--- config.mk ---
export PLATFORM = sky130hd
export DESIGN_NAME = mag_approx
export DESIGN_NICKNAME = d
export VERILOG_FILES = /design/src/rtl/mag_pkg.sv /design/src/rtl/mag_abs.sv /design/src/rtl/mag_ctrl.sv /design/src/rtl/mag_dp.sv /design/src/rtl/mag_approx.sv
export SDC_FILE = /design/constraint.sdc
export NUM_CORES = 1
export LEC_CHECK = 0
export ABC_AREA = 1
export ABC_CLOCK_PERIOD_IN_PS = 6300
export CORE_UTILIZATION = 62
export DETAILED_ROUTE_END_ITERATION = 6
export PLACE_DENSITY = 0.86
export SYNTH_ARGS = -nofsm -noshare
export SYNTH_HDL_FRONTEND = slang
export SYNTH_SLANG_ARGS = --single-unit
--- constraint.sdc ---
create_clock -name clk -period 6.3 [get_ports clk]
set_input_delay 0.63 -clock clk [delete_from_list [all_inputs] [get_ports clk]]
set_output_delay 0.63 -clock clk [all_outputs]
set_load 0.05 [all_outputs]
--- src/rtl/mag_pkg.sv ---
package mag_pkg;

    typedef enum logic [2:0] {
        ST_IDLE     = 3'd0,
        ST_ABS      = 3'd1,
        ST_SORT     = 3'd2,
        ST_SHIFTADD = 3'd3,
        ST_MAX      = 3'd4,
        ST_DONE     = 3'd5
    } mag_state_e;

    // One strobe per datapath step, driven by the controller.
    typedef struct packed {
        logic load;   // capture raw operands
        logic absv;   // replace operands with magnitudes
        logic sort;   // order operands, larger first
        logic sum;    // write shift-add estimate into second register
        logic pick;   // load result with larger of estimate and x
    } mag_ctl_t;

endpackage

--- src/rtl/mag_abs.sv ---
module mag_abs #(
    parameter int W = 16
) (
    input  logic [W-1:0] val_i,
    output logic [W-1:0] mag_o
);
    // Two's-complement negate read back as unsigned: -2^(W-1) maps to 2^(W-1).
    always_comb begin
        if (val_i[W-1]) begin
            mag_o = ~val_i + 1'b1;
        end else begin
            mag_o = val_i;
        end
    end
endmodule

--- src/rtl/mag_ctrl.sv ---
module mag_ctrl
    import mag_pkg::*;
(
    input  logic     clk,
    input  logic     rst_n,
    input  logic     start,
    output mag_ctl_t ctl,
    output logic     done
);
    mag_state_e state, state_nx;

    // State register
    always_ff @(posedge clk or negedge rst_n) begin
        if (!rst_n) begin
            state <= ST_IDLE;
        end else begin
            state <= state_nx;
        end
    end

    // Next-state logic
    always_comb begin
        state_nx = state;
        unique case (state)
            ST_IDLE:     if (start) state_nx = ST_ABS;
            ST_ABS:      state_nx = ST_SORT;
            ST_SORT:     state_nx = ST_SHIFTADD;
            ST_SHIFTADD: state_nx = ST_MAX;
            ST_MAX:      state_nx = ST_DONE;
            ST_DONE:     state_nx = ST_IDLE;
            default:     state_nx = ST_IDLE;
        endcase
    end

    // Output decode
    always_comb begin
        ctl  = '0;
        done = 1'b0;
        unique case (state)
            ST_IDLE:     ctl.load = start;
            ST_ABS:      ctl.absv = 1'b1;
            ST_SORT:     ctl.sort = 1'b1;
            ST_SHIFTADD: ctl.sum  = 1'b1;
            ST_MAX:      ctl.pick = 1'b1;
            ST_DONE:     done     = 1'b1;
            default:     ctl      = '0;
        endcase
    end

    AST_BUSY_NO_RESTART: assert property (@(posedge clk) disable iff (!rst_n)
        (state != ST_IDLE) |=> (state != ST_ABS));
    AST_START_LAUNCH: assert property (@(posedge clk) disable iff (!rst_n)
        (state == ST_IDLE && start) |=> (state == ST_ABS));
    AST_ONE_STROBE: assert property (@(posedge clk) disable iff (!rst_n)
        $onehot0({ctl.load, ctl.absv, ctl.sort, ctl.sum, ctl.pick, done}));
endmodule

--- src/rtl/mag_dp.sv ---
module mag_dp
    import mag_pkg::*;
#(
    parameter int W       = 16,
    parameter int X_SHIFT = 3,
    parameter int Y_SHIFT = 1
) (
    input  logic         clk,
    input  logic         rst_n,
    input  mag_ctl_t     ctl,
    input  logic [W-1:0] a_i,
    input  logic [W-1:0] b_i,
    output logic [W-1:0] res_o
);
    localparam int SW = W + 1;
    localparam int NOPS = 2;

    // Shared registers: raw -> magnitude -> sorted; rb later holds the sum.
    logic [W-1:0] ra, rb, res;
    logic [W-1:0] opnd [NOPS];
    logic [W-1:0] mags [NOPS];
    logic         swap;
    logic [SW-1:0] sum_w;

    assign opnd[0] = ra;
    assign opnd[1] = rb;

    for (genvar gi = 0; gi < NOPS; gi++) begin : g_abs
        mag_abs #(.W(W)) u_abs (
            .val_i (opnd[gi]),
            .mag_o (mags[gi])
        );
    end

    always_comb begin
        swap  = (ra < rb);
        sum_w = {1'b0, ra} - ({1'b0, ra} >> X_SHIFT) + ({1'b0, rb} >> Y_SHIFT);
    end

    always_ff @(posedge clk or negedge rst_n) begin
        if (!rst_n) begin
            ra  <= '0;
            rb  <= '0;
            res <= '0;
        end else begin
            if (ctl.load) begin
                ra <= a_i;
                rb <= b_i;
            end
            if (ctl.absv) begin
                ra <= mags[0];
                rb <= mags[1];
            end
            if (ctl.sort && swap) begin
                ra <= rb;
                rb <= ra;
            end
            if (ctl.sum) begin
                rb <= sum_w[W-1:0];
            end
            if (ctl.pick) begin
                res <= (rb > ra) ? rb : ra;
            end
        end
    end

    assign res_o = res;

    AST_SORTED: assert property (@(posedge clk) disable iff (!rst_n)
        ctl.sort |=> (ra >= rb));
    AST_NO_OVERFLOW: assert property (@(posedge clk) disable iff (!rst_n)
        ctl.sum |-> (sum_w[W] == 1'b0));
    AST_RESULT_AT_LEAST_X: assert property (@(posedge clk) disable iff (!rst_n)
        ctl.pick |=> (res >= ra));
    AST_RESULT_BOUND: assert property (@(posedge clk) disable iff (!rst_n)
        ctl.pick |=> ({1'b0, res} <= ({1'b0, ra} + ({1'b0, ra} >> 1))));
    AST_RESULT_HELD: assert property (@(posedge clk) disable iff (!rst_n)
        !ctl.pick |=> $stable(res));
endmodule

--- src/rtl/mag_approx.sv ---
module mag_approx
    import mag_pkg::*;
#(
    parameter int W = 16
) (
    input  logic         clk,
    input  logic         rst_n,
    input  logic         start,
    input  logic [W-1:0] a_in,
    input  logic [W-1:0] b_in,
    output logic         done,
    output logic [W-1:0] result
);
    mag_ctl_t ctl;

    mag_ctrl u_ctrl (
        .clk   (clk),
        .rst_n (rst_n),
        .start (start),
        .ctl   (ctl),
        .done  (done)
    );

    mag_dp #(.W(W), .X_SHIFT(3), .Y_SHIFT(1)) u_dp (
        .clk   (clk),
        .rst_n (rst_n),
        .ctl   (ctl),
        .a_i   (a_in),
        .b_i   (b_in),
        .res_o (result)
    );

    AST_DONE_PULSE: assert property (@(posedge clk) disable iff (!rst_n)
        done |=> !done);
    AST_DONE_AFTER_PICK: assert property (@(posedge clk) disable iff (!rst_n)
        ctl.pick |=> done);
endmodule

# Word-level counts from Yosys, hierarchy flattened
# Cells that the tools add are included.
# W data, S select, Z words.
# word_totals
wordCells,46
out_inout_bits,17
reg_bits,51
in_bits,35
# classes
eq_ne,8
addsub,4
n_reduce_logical,6
mux,18
order_cmp,2
n_bitwise,2
# op_table
cell,count
$mux W16,10
$add A16 B1 Y16 const B,2
$not A16 Y16,2
$add A16 B15 Y16,1
$gt A16 B16 Y1,1
$lt A16 B16 Y1,1
$sub A16 B13 Y16,1
$pmux W3 S5,1
$eq A3 B2 Y1 const B,2
$eq A3 B3 Y1 const B,2
$mux W1,6
$ne A4 B2 Y1 const B,1
$reduce_and A2 Y1,2
$reduce_bool A4 Y1,1
$eq A3 B1 Y1 const B,1
$logic_not A3 Y1,1
$mux W3,1
$ne A3 B1 Y1 const B,1
$reduce_bool A3 Y1,1
$ne A2 B2 Y1 const B,1
$logic_and A1 B1 Y1,1

# Logic depth before layout (Yosys ltp)
# Gate-level depths: netlist of the first run.
# depth
word_depth,6
depth_mapped,18
ltp_nobuf,18

# Modules after synthesis
# Synthesis of the first run repeated with hierarchy kept, for this count alone.
# unflattened
hier_cells,868
area_unflattened_um2,5546.6
# by_module_without_submodules
mod,cells_each,area_per_inst_um2,n_inst,seq_area_each_um2
mag_dp,664,4523.1,1,1201.2
mag_abs,90,427.9,2,0.0
mag_ctrl,24,167.7,1,75.1

# Worst setup path before layout of the first run
# OpenSTA, ideal clock, no wires.
# synth_path
kind,register to register
from,register u_dp.rb[5]
to,register u_dp.rb[6]
path_stages_with_launch,15
slack_ps,3785
synth_period_minus_slack_ps,2515
required_time_ps,6184
arrival_ps,2399
path_buffers,1
cell_sequence,dfrtp_1 -> clkbuf_1 -> inv_1 -> fa_1 -> inv_1 -> ha_1 -> nand2_1 -> inv_1 -> a21boi_0 -> inv_1 -> or2_2 -> nand3_1 -> nand2_1 -> nand2_1 -> nand2_1
# synth_between
elab_chain_len,6
elab_cells_between_ends,12
classes_between,2 x add/sub; 1 x order compare; 1 x eq/ne; 4 x mux; 1 x bitwise; 3 x reduce/logical
# synth_rtl
item,line_no,source
start: declaration,mag_dp.sv:19,"logic [W-1:0] ra, rb, res;"
start signal: assignment,mag_dp.sv:48,rb <= b_i;
start signal: assignment,mag_dp.sv:52,rb <= mags[1];
start signal: assignment,mag_dp.sv:56,rb <= ra;
$not A16 Y16,mag_abs.sv:10,mag_o = ~val_i + 1'b1;
$add A16 B1 Y16,mag_abs.sv:10,
$mux W16,mag_abs.sv:9,if (val_i[W-1]) begin
$mux W16,mag_dp.sv:50,if (ctl.absv) begin
$mux W16,mag_dp.sv:54,if (ctl.sort && swap) begin
$mux W16,mag_dp.sv:58,if (ctl.sum) begin
# Parallel ways exist; a longest one is shown, timed or not. The select of a mux whose other input is x is not followed.
# A chain may end at the register's enable or synchronous reset.

# Worst setup path in the final report of the first run
# layout_path
from,register u_dp.ra[15]
to,register u_dp.rb[9]
# layout_between
elab_chain_len,4
elab_cells_between_ends,7
classes_between,1 x order compare; 1 x eq/ne; 2 x mux; 3 x reduce/logical
# layout_rtl
item,line_no,source
start: declaration,mag_dp.sv:19,
start signal: assignment,mag_dp.sv:47,ra <= a_i;
start signal: assignment,mag_dp.sv:51,ra <= mags[0];
start signal: assignment,mag_dp.sv:55,ra <= rb;
$lt A16 B16 Y1 *,mag_dp.sv:36,swap = (ra < rb);
$logic_and A1 B1 Y1 *,mag_dp.sv:54,
$ne A4 B2 Y1 (no line) (tied with other cells),-,
$reduce_and A2 Y1 (no line) / $mux W16 (equally long branches),-,
end signal: assignment,mag_dp.sv:52,
end signal: assignment,mag_dp.sv:56,
end signal: assignment,mag_dp.sv:59,rb <= sum_w[W-1:0];
# Every way passes the cells marked *; elsewhere a longest branch is shown, timed or not.

==> results.py, run 1 <==
metrics = {
    "run_status": {
        "run_status": "finished clean",
    },
    "worst_setup_path": {
        "slowest_delay_ns": 0.52,
        "critical_path.n_buffers_inverters": 2,
        "worst-path-max-fanout": 37,
        "slowest_stage": "dfrtp_1",
        "endpoint_kind": "flop",
        "critical_path_required_ns": 6.56,
        "reg2reg_from": "u_dp.ra[15]",
        "worstSetupStartpointType": "flop",
        "worst_r2r_endpoint": "u_dp.rb[9]",
        "timing.reg2reg.worst_path_depth": 12,
        "crit_chain": "inv_1 > ha_1 > nand2_1 > o21ai_0 > nor2_1 > nand2_2 > nand3_4 > nand3_2 > nand2_2 > inv_2 > nand2_1 > nand2_1",
        "critical_path_type": "reg2reg",
        "critPathTopFamily": "simple AND/OR/NAND/NOR gates",
        "worst-r2r-setup-slack_ns": 3.08,
        "critical-path-top-cell-by-count": "nand2_1",
        "critical_path_arrival_ns": 3.48,
    },
    "worst_hold_path": {
        "hp-class": "reg2reg",
        "whs_endpoint": "u_dp.res_o[10]",
        "worst_hold_path.num_cells": 2,
        "timing.hold.worst.start": "u_dp.res_o[10]",
    },
    "synthesis": {
        "synth_edf_count": 0,
        "yosysWarnings": 0,
        "synth_async_sr_flop_share": 1.00,
        "mappedNetlistNets": 914,
        "complex_gate_fraction_of_the_synthesized_area": 0.101,
        "ys_seq_elements": 51,
        "synth_xor_xnor_area_share": 0.00998,
        "synth-simple-area-share": 0.399,
        "synth_flop_cell": "dfrtp_1",
        "number_of_library_cell_types_mapped_by_synthesis": 40,
        "portion_of_netlist_area_occupied_by_mux_cells": 0,
        "cells_after_synth": 830,
        "synth-adder-area-share": 0.135,
        "ys_seq_area_frac": 0.242,
        "synth.cell_area_mm2": 0.00527,
        "syn_area_per_cell_um2": 6.35,
        "synth_top_family_by_area": "simple AND/OR/NAND/NOR gates",
    },
    "finish": {
        "antenna_cells_inserted": 0,
        "final_nets": 950,
        "layout.cells.most_common": "nand2_1",
        "layout_cell_share_with_drive_strength_beyond_1": 0.0427,
        "flow.area_growth_from_synthesis_pct": 11.9,
        "final_cell_mix": "283 x nand2_1, 112 x inv_1, 93 x nand3_1",
        "core_occupancy_in_the_finished_layout": 0.718,
    },
    "clock_network": {
        "cts_resized": 0,
        "tritoncts": "built",
        "insertion_delay_ns": 0.32,
        "clock_sinks": 51,
        "h-tree-depth": 2,
        "ctsHoldBuffers": 0,
        "tritoncts.num_buffers": 5,
        "clockRootBuffer": "clkbuf_8",
        "cts-root-to-sink-buffers": 2,
        "clock_transition_at_the_registers_of_the_reported_paths_ns": 0.10,
        "post-cts-setup-buffers": 0,
    },
    "global_route": {
        "initial_antenna_violation_count": 0,
        "met3_usage": 0.0453,
        "gr-usage-met1": 0.519,
        "grt_pass1_wl_um": 26100,
        "global_route.usage.total": 0.386,
        "grt_util_met2": 0.629,
        "grt_max_degree": 52,
        "grt_remaining_overflow": 0,
        "grt.busiest_layer": "met2",
        "grt_pass1_vias": 5359,
    },
    "sta": {
        "finClkSkew_ns": 0.0110,
        "grt_setup_unrepaired": "no",
        "max_freq_mhz": 310,
        "max_slew_violations": 0,
        "setup_tns_after_final_layout_ns": 0,
        "min_period_over_period": 0.512,
        "finalHoldViolations": 0,
        "layout_min_cycle_time_ns": 3.22,
        "worst-slew-pin-transition_ns": 1.15,
        "final.hold.worst_slack_ns": 0.503,
        "maxSlewHeadroom": 0.231,
        "setup_viol": 0,
    },
    "place": {
        "routabilityCongestion": 0.989,
        "dp_hpwl_um": 12700,
        "port-buffer-count": 51,
    },
    "drt": {
        "drt_first_iter_violations": 525,
        "drt_drc_violations_left": 0,
        "finalWirelength_um": 16200,
        "viasPerCell": 5.83,
        "ant_nets": 0,
        "detailedRoute.firstPassIterationCount": 5,
        "num_vias": 5670,
        "wire_per_inst_um": 16.6,
    },
    "job": {
        "cap_viol_max_count": 0,
    },
    "die": {
        "row_count": 33,
        "floorplan.initialDensity": 0.641,
        "die_x_um": 94.2,
        "fp.dieH_um": 94.2,
        "io_pins": 52,
        "core-area_mm2": 0.00822,
        "die-area_mm2": 0.00887,
    },
}
[how the worst max path moves through the flow]
stage | slack [ns] | from | endpoint | cells past startpoint
floorplan | 3.78 | u_dp.rb[5] | u_dp.rb[6] | 14
global placement | 3.21 | u_dp.ra[15] | u_dp.rb[13] | 12
detailed placement | 3.13 | u_dp.ra[15] | u_dp.rb[10] | 12
CTS | 3.11 | u_dp.ra[15] | u_dp.rb[10] | 12
global route | 2.79 | u_dp.ra[11] | u_dp.rb[8] | 13
finish | 3.08 | u_dp.ra[15] | u_dp.rb[9] | 12
[flip-flops by register name, indices dropped and copies added (netlist names)]
register / flops
u_dp.ra: 16
u_dp.rb: 16
u_dp.res_o: 16
u_ctrl.state: 3
[routing by layer]
metal | part of all wire | routed length, µm
met5 | 0 | 0
met2 | 0.46 | 7430
met3 | 0.096 | 1550
met1 | 0.41 | 6690
met4 | 0.031 | 507
[layout make-up]
class | instances | area, µm²
clock buffers | 5 | 68.8
multi-input cells | 634 | 3400
flip-flops and latches | 51 | 1280
clock inverters | 3 | 43.8
repair buffers | 54 | 528
fillers | 711 | 2320
well taps | 105 | 131
inverters | 120 | 453
[cell usage after synthesis, types with 6 or more instances]
master / count / share of area
nand4_1: 22 / 0.026
nand2_1: 283 / 0.20
nor3_1: 9 / 0.0086
buf_4: 6 / 0.0086
inv_2: 7 / 0.0050
clkbuf_1: 8 / 0.0057
dfrtp_1: 51 / 0.24
nand3_1: 93 / 0.088
o21ai_0: 34 / 0.032
a21oi_1: 30 / 0.029
inv_1: 112 / 0.080
fa_1: 13 / 0.049
buf_2: 9 / 0.0086
nor2_1: 58 / 0.041
ha_1: 36 / 0.086
xor2_1: 6 / 0.010
a31oi_1: 11 / 0.013
[tightest hold or removal path: cells and delay by family, from the launching register on]
family	cells	cell delay, ns
AND/OR/NAND/NOR	1	0.05
AO/OA/AOI/OAI	1	0.06
flip-flops	1	0.36
[kinds of logic after synthesis]
| kind of cell | Yosys count |
|---|---|
| AO/OA/AOI/OAI | 93 |
| flip-flops | 51 |
| XOR/XNOR | 6 |
| adder cells (fa/ha/maj) | 49 |
| AND/OR/NAND/NOR | 486 |
| buffers and inverters | 145 |
[through the flow]
stage | std cells | instance area (µm²) | setup WS [ns]
2_1_floorplan | 830 | 5270 | 3.78
3_3_place_gp | 964 | 5780 | 3.21
3_5_place_dp | 964 | 5780 | 3.13
4_1_cts | 972 | 5900 | 3.11
5_1_grt | 972 | 5900 | 2.79
6_report | 972 | 5900 | 3.08
Power of run 1 is left out: the tool's default activity adds up to more than one toggle a clock period on the data nets, which glitch-free logic cannot reach.
==> run 2: changes to the inputs <==
Settings changed: ABC_CLOCK_PERIOD_IN_PS 6300 to 3200, CORE_UTILIZATION 62 to 59, PLACE_DENSITY 0.86 to 0.82.
Clock period 6.3 ns to 3.2 ns, I/O delays scaled along.
==> results.py, run 2 (synthesis gave the netlist of run 1 again) <==
metrics = {
    "clock_network": {
        "post-cts-setup-buffers": 0,
        "tritoncts": "built",
        "h-tree-depth": 2,
        "clock_transition_at_the_registers_of_the_reported_paths_ns": 0.12,
        "cts_resized": 0,
        "clock_sinks": 51,
        "tritoncts.num_buffers": 5,
        "cts-root-to-sink-buffers": 2,
        "ctsHoldBuffers": 0,
        "insertion_delay_ns": 0.32,
        "clockRootBuffer": "clkbuf_8",
    },
    "worst_setup_path": {
        "crit_chain": "inv_1 > fa_1 > inv_1 > ha_1 > a21oi_1 > nand2_1 > a21boi_0 > nor2_1 > nor2_1 > xor2_1 > nand2_1 > nand2_1 > nand2_1 > nand2_1",
        "endpoint_kind": "flop",
        "critical_path_type": "reg2reg",
        "critical_path_arrival_ns": 3.23,
        "slowest_stage": "fa_1",
        "slowest_delay_ns": 0.55,
        "critical_path_required_ns": 3.46,
        "worst-path-max-fanout": 6,
        "critical-path-top-cell-by-count": "nand2_1",
        "worstSetupStartpointType": "flop",
        "critical_path.n_buffers_inverters": 2,
        "critPathTopFamily": "adder cells",
    },
    "drt": {
        "finalWirelength_um": 17700,
        "drt_drc_violations_left": 0,
        "detailedRoute.firstPassIterationCount": 6,
        "wire_per_inst_um": 17.8,
        "num_vias": 5879,
        "viasPerCell": 5.90,
        "drt_first_iter_violations": 628,
        "ant_nets": 0,
    },
    "place": {
        "routabilityCongestion": 1.09,
        "port-buffer-count": 51,
        "dp_hpwl_um": 13800,
    },
    "finish": {
        "flow.area_growth_from_synthesis_pct": 14.8,
        "final_cell_mix": "283 x nand2_1, 112 x inv_1, 93 x nand3_1",
        "sequential_cell_area_mm2": 0.00128,
        "final_nets": 972,
        "layout_cell_share_with_drive_strength_beyond_1": 0.0664,
        "layout.cells.most_common": "nand2_1",
        "multi_input_area_mm2": 0.00340,
        "final.fill_count": 768,
        "antenna_cells_inserted": 0,
    },
    "die": {
        "floorplan.initialDensity": 0.607,
        "die_x_um": 96.5,
        "io_pins": 52,
        "core-area_mm2": 0.00868,
        "die-area_mm2": 0.00931,
        "fp.dieH_um": 96.5,
        "row_count": 34,
    },
    "sta": {
        "finalHoldViolations": 0,
        "grt_setup_unrepaired": "no",
        "setup_viol": 0,
        "max_slew_violations": 0,
        "maxSlewHeadroom": 0.315,
        "worst-slew-pin-transition_ns": 1.03,
        "max_freq_mhz": 337,
        "finClkSkew_ns": 0.0138,
        "min_period_over_period": 0.927,
        "layout_min_cycle_time_ns": 2.97,
        "setup_tns_after_final_layout_ns": 0,
    },
    "global_route": {
        "initial_antenna_violation_count": 0,
        "grt_max_degree": 41,
        "grt_pass1_vias": 5537,
        "grt_remaining_overflow": 0,
        "grt_pass1_wl_um": 27900,
        "global_route.usage.total": 0.402,
    },
    "run_status": {
        "run_status": "finished clean",
    },
    "worst_hold_path": {
        "hp-class": "in2async",
    },
    "job": {
        "cap_viol_max_count": 0,
    },
}
## run 2: layer usage
| layer | track usage | vias up | wire, µm |
|---|---|---|---|
| li1 | - | 2782 | - |
| met1 | 0.551 | 2637 | 7490 |
| met2 | 0.586 | 400 | 7500 |
| met3 | 0.0861 | 60 | 1930 |
| met4 | 0.218 | 0 | 802 |
| met5 | 0 | - | 0 |
## run 2: layout make-up
type | instances | area share
clock buffers | 5 | 0.0114
flip-flops and latches | 51 | 0.211
inverters | 120 | 0.0749
well taps | 108 | 0.0223
repair buffers | 76 | 0.115
clock inverters | 3 | 0.00455
multi-input cells | 634 | 0.561
## run 2: worst paths after layout
path / from / to / slack, ns / depth (start not counted)
max: u_dp.ra[3] / u_dp.rb[8] / 0.23 / 14
min: rst_n / u_dp.ra[0] / 0.16 / 1
max reg2reg: u_dp.ra[3] / u_dp.rb[8] / 0.23 / 14
min reg2reg: u_dp.res_o[9] / u_dp.res_o[9] / 0.50 / 2
max in group asynchronous: rst_n / u_dp.res_o[15] / 2.25 / 2
min in group clk: u_dp.res_o[9] / u_dp.res_o[9] / 0.50 / 2
## run 2: stage by stage
stage          hold slack, ns  instances  instance area (µm²)  setup WS, ns   util
2_1_floorplan          0.0244        830                 5270         0.685      -
3_3_place_gp            0.472        989                 5950         0.321  0.686
3_5_place_dp            0.477        989                 5950         0.322  0.686
4_1_cts                 0.178        997                 6050         0.294  0.697
5_1_grt                 0.230        997                 6050        0.0383  0.697
6_report                0.155        997                 6050         0.232  0.697
Power of run 2 is left out for the same reason.
==> run 3: changes to the inputs <==
Settings changed: ABC_AREA 1 to unset, CORE_UTILIZATION 59 to 58.
==> results.py, run 3 <==
metrics = {
    "sta": {
        "min_period_over_period": 0.963,
        "setup_tns_after_final_layout_ns": 0,
        "max_slew_violations": 0,
        "worst-slew-pin-transition_ns": 1.12,
        "max_freq_mhz": 324,
        "final_critical_path_setup_slack_ns": 0.117,
        "finalHoldViolations": 0,
        "layout_min_cycle_time_ns": 3.08,
        "grt_setup_unrepaired": "no",
        "finClkSkew_ns": 0.00996,
        "maxSlewHeadroom": 0.247,
        "setup_viol": 0,
    },
    "worst_setup_path": {
        "critical_path.n_buffers_inverters": 3,
        "critical-path-top-cell-by-count": "inv_1",
        "critical_path_required_ns": 3.42,
        "critical_path_arrival_ns": 3.30,
        "slowest_stage": "dfrtp_2",
        "worstSetupStartpointType": "flop",
        "crit_chain": "inv_1 > ha_1 > inv_1 > ha_1 > inv_1 > fa_1 > nand2b_1 > a21oi_4 > o21ai_1 > o221ai_1 > xnor2_1 > nor2_1 > o31a_1",
        "critPathTopFamily": "compound AO/OA/AOI/OAI gates",
        "endpoint_kind": "flop",
        "critical_path_type": "reg2reg",
        "slowest_delay_ns": 0.46,
        "worst-path-max-fanout": 5,
    },
    "clock_network": {
        "insertion_delay_ns": 0.32,
        "post-cts-setup-buffers": 0,
        "clock_sinks": 51,
        "tritoncts.num_buffers": 5,
        "ctsHoldBuffers": 0,
        "h-tree-depth": 2,
        "clockRootBuffer": "clkbuf_8",
        "clock_transition_at_the_registers_of_the_reported_paths_ns": 0.11,
        "tritoncts": "built",
        "cts-root-to-sink-buffers": 2,
    },
    "finish": {
        "antenna_cells_inserted": 0,
        "final_cell_mix": "80 x nor2_1, 69 x inv_1, 50 x clkdlybuf4s50_1",
        "flow.area_growth_from_synthesis_pct": 19.8,
        "final.fill_count": 636,
        "layout_cell_share_with_drive_strength_beyond_1": 0.109,
        "final_nets": 741,
        "layout.cells.most_common": "nor2_1",
    },
    "synthesis": {
        "synth.cell_area_mm2": 0.00478,
        "ys_seq_elements": 51,
        "cells_after_synth": 594,
        "synthMostInstantiatedCell": "nor2_1",
        "synth_edf_count": 0,
        "synth_async_sr_flop_share": 1.00,
        "synth.cells.most_frequent": "80 x nor2_1, 69 x inv_1, 51 x a21oi_1, 51 x dfrtp_1, 36 x ha_1",
        "synth_flop_cell": "dfrtp_1",
        "yosys.area.top_type_share": 0.267,
        "ys_top_cells_by_area": "dfrtp_1 27%, ha_1 9.4%, nor2_1 6.3%",
        "number_of_library_cell_types_mapped_by_synthesis": 69,
        "yosysWarnings": 0,
        "post-synth-top-area-cell": "dfrtp_1",
        "ys_seq_area_frac": 0.267,
        "syn_area_per_cell_um2": 8.05,
        "mappedNetlistNets": 678,
    },
    "die": {
        "row_count": 32,
        "fp.dieH_um": 92.8,
        "die-area_mm2": 0.00861,
        "die_x_um": 92.8,
        "core-area_mm2": 0.00785,
        "io_pins": 52,
        "floorplan.initialDensity": 0.610,
    },
    "global_route": {
        "grt_remaining_overflow": 0,
        "global_route.usage.total": 0.358,
        "grt_pass1_vias": 4967,
        "grt_pass1_wl_um": 23800,
        "initial_antenna_violation_count": 0,
        "grt_max_degree": 36,
    },
    "place": {
        "routabilityCongestion": 1.05,
        "port-buffer-count": 51,
        "dp_hpwl_um": 11300,
        "dp_worst_setup_slack_ns": -0.0232,
    },
    "drt": {
        "num_vias": 4973,
        "ant_nets": 0,
        "viasPerCell": 6.54,
        "drt_drc_violations_left": 0,
        "detailedRoute.firstPassIterationCount": 6,
        "drt_first_iter_violations": 504,
        "finalWirelength_um": 14900,
        "wire_per_inst_um": 19.7,
    },
    "job": {
        "cap_viol_max_count": 0,
    },
    "run_status": {
        "run_status": "finished clean",
    },
    "worst_hold_path": {
        "hp-class": "in2async",
    },
}
[run 3: changes by cell type in the layout (fill, tap and decap cells not counted), moves of 8 or more]
cell / previous run / this run
nand2_1: 283 / 34
nand3_1: 93 / 16
inv_1: 112 / 69
xnor2_1: 0 / 24
nor2_1: 58 / 80
a21oi_1: 30 / 48
nand4_1: 22 / 4
a221oi_1: 0 / 15
o21ai_0: 34 / 21
buf_4: 25 / 33
[run 3: cell type report]
class | instances | area [µm²] | area share
Inverter | 70 | 263 | 0.0459
Sequential cell | 51 | 1280 | 0.224
Tap cell | 102 | 128 | 0.0223
Timing Repair Buffer | 86 | 793 | 0.138
Clock buffer | 6 | 82.6 | 0.0144
Multi-Input combinational cell | 443 | 3160 | 0.552
Clock inverter | 2 | 16.3 | 0.00284
[run 3: cells by family after synthesis]
family | count (synthesis) | synth area share
adder cells (fa/ha/maj) | 49 | 0.149
AO/OA/AOI/OAI | 175 | 0.254
multiplexers | 4 | 0.00863
buffers and inverters | 100 | 0.0829
flip-flops | 51 | 0.267
AND/OR/NAND/NOR | 185 | 0.184
XOR/XNOR | 30 | 0.0549
[run 3: timing repair]
action | in CTS | in global routing
endpoints found under the setup margin | 2 | 8
hold endpoints to repair | 0 | 0
cloned | 0 | 0
gates resized for setup | 1 | 14
[run 3: metrics by stage]
| stage | cells | cell area [µm²] | util | hold WS, ns |
|---|---|---|---|---|
| 6_report | 760 | 5730 | 0.730 | 0.0985 |
| 5_1_grt | 760 | 5730 | 0.730 | 0.150 |
| 4_1_cts | 760 | 5700 | 0.726 | 0.123 |
| 3_5_place_dp | 752 | 5600 | 0.713 | 0.459 |
| 3_3_place_gp | 752 | 5600 | 0.713 | 0.459 |
| 2_1_floorplan | 594 | 4780 | - | 0.0244 |
[run 3: final timing paths]
kind                           startpoint              end  slack [ns]  cells after the start
min in group clk           u_dp.res_o[12]   u_dp.res_o[12]        0.54                      2
max in group asynchronous           rst_n  u_ctrl.state[1]        2.33                      2
hold reg to reg            u_dp.res_o[12]   u_dp.res_o[12]        0.54                      2
setup reg to reg               u_dp.ra[0]      u_dp.rb[10]        0.12                     13
hold / removal                      rst_n       u_dp.rb[3]         0.1                      1
setup / recovery               u_dp.ra[0]      u_dp.rb[10]        0.12                     13
[run 3: worst register-to-register path, delay by kind of cell (launching register included)]
kind                       cells  cell delay (ns)
adders and majority gates      3             0.84
xor gates and xnor gates       1             0.17
DFF                            1             0.46
and+or+nand+nor                2             0.33
buffers and inverters          3             0.30
AOI/OAI and AO/OA              4             0.90
[run 3: layer usage]
layer,track usage,part of all wire,wire length (µm),up-vias
met5,0,0,0,-
met4,0.197,0.050,742,0
met3,0.0509,0.092,1380,64
li1,-,-,-,2242
met2,0.600,0.47,7090,304
met1,0.443,0.38,5740,2363
Power of run 3 is left out for the same reason.
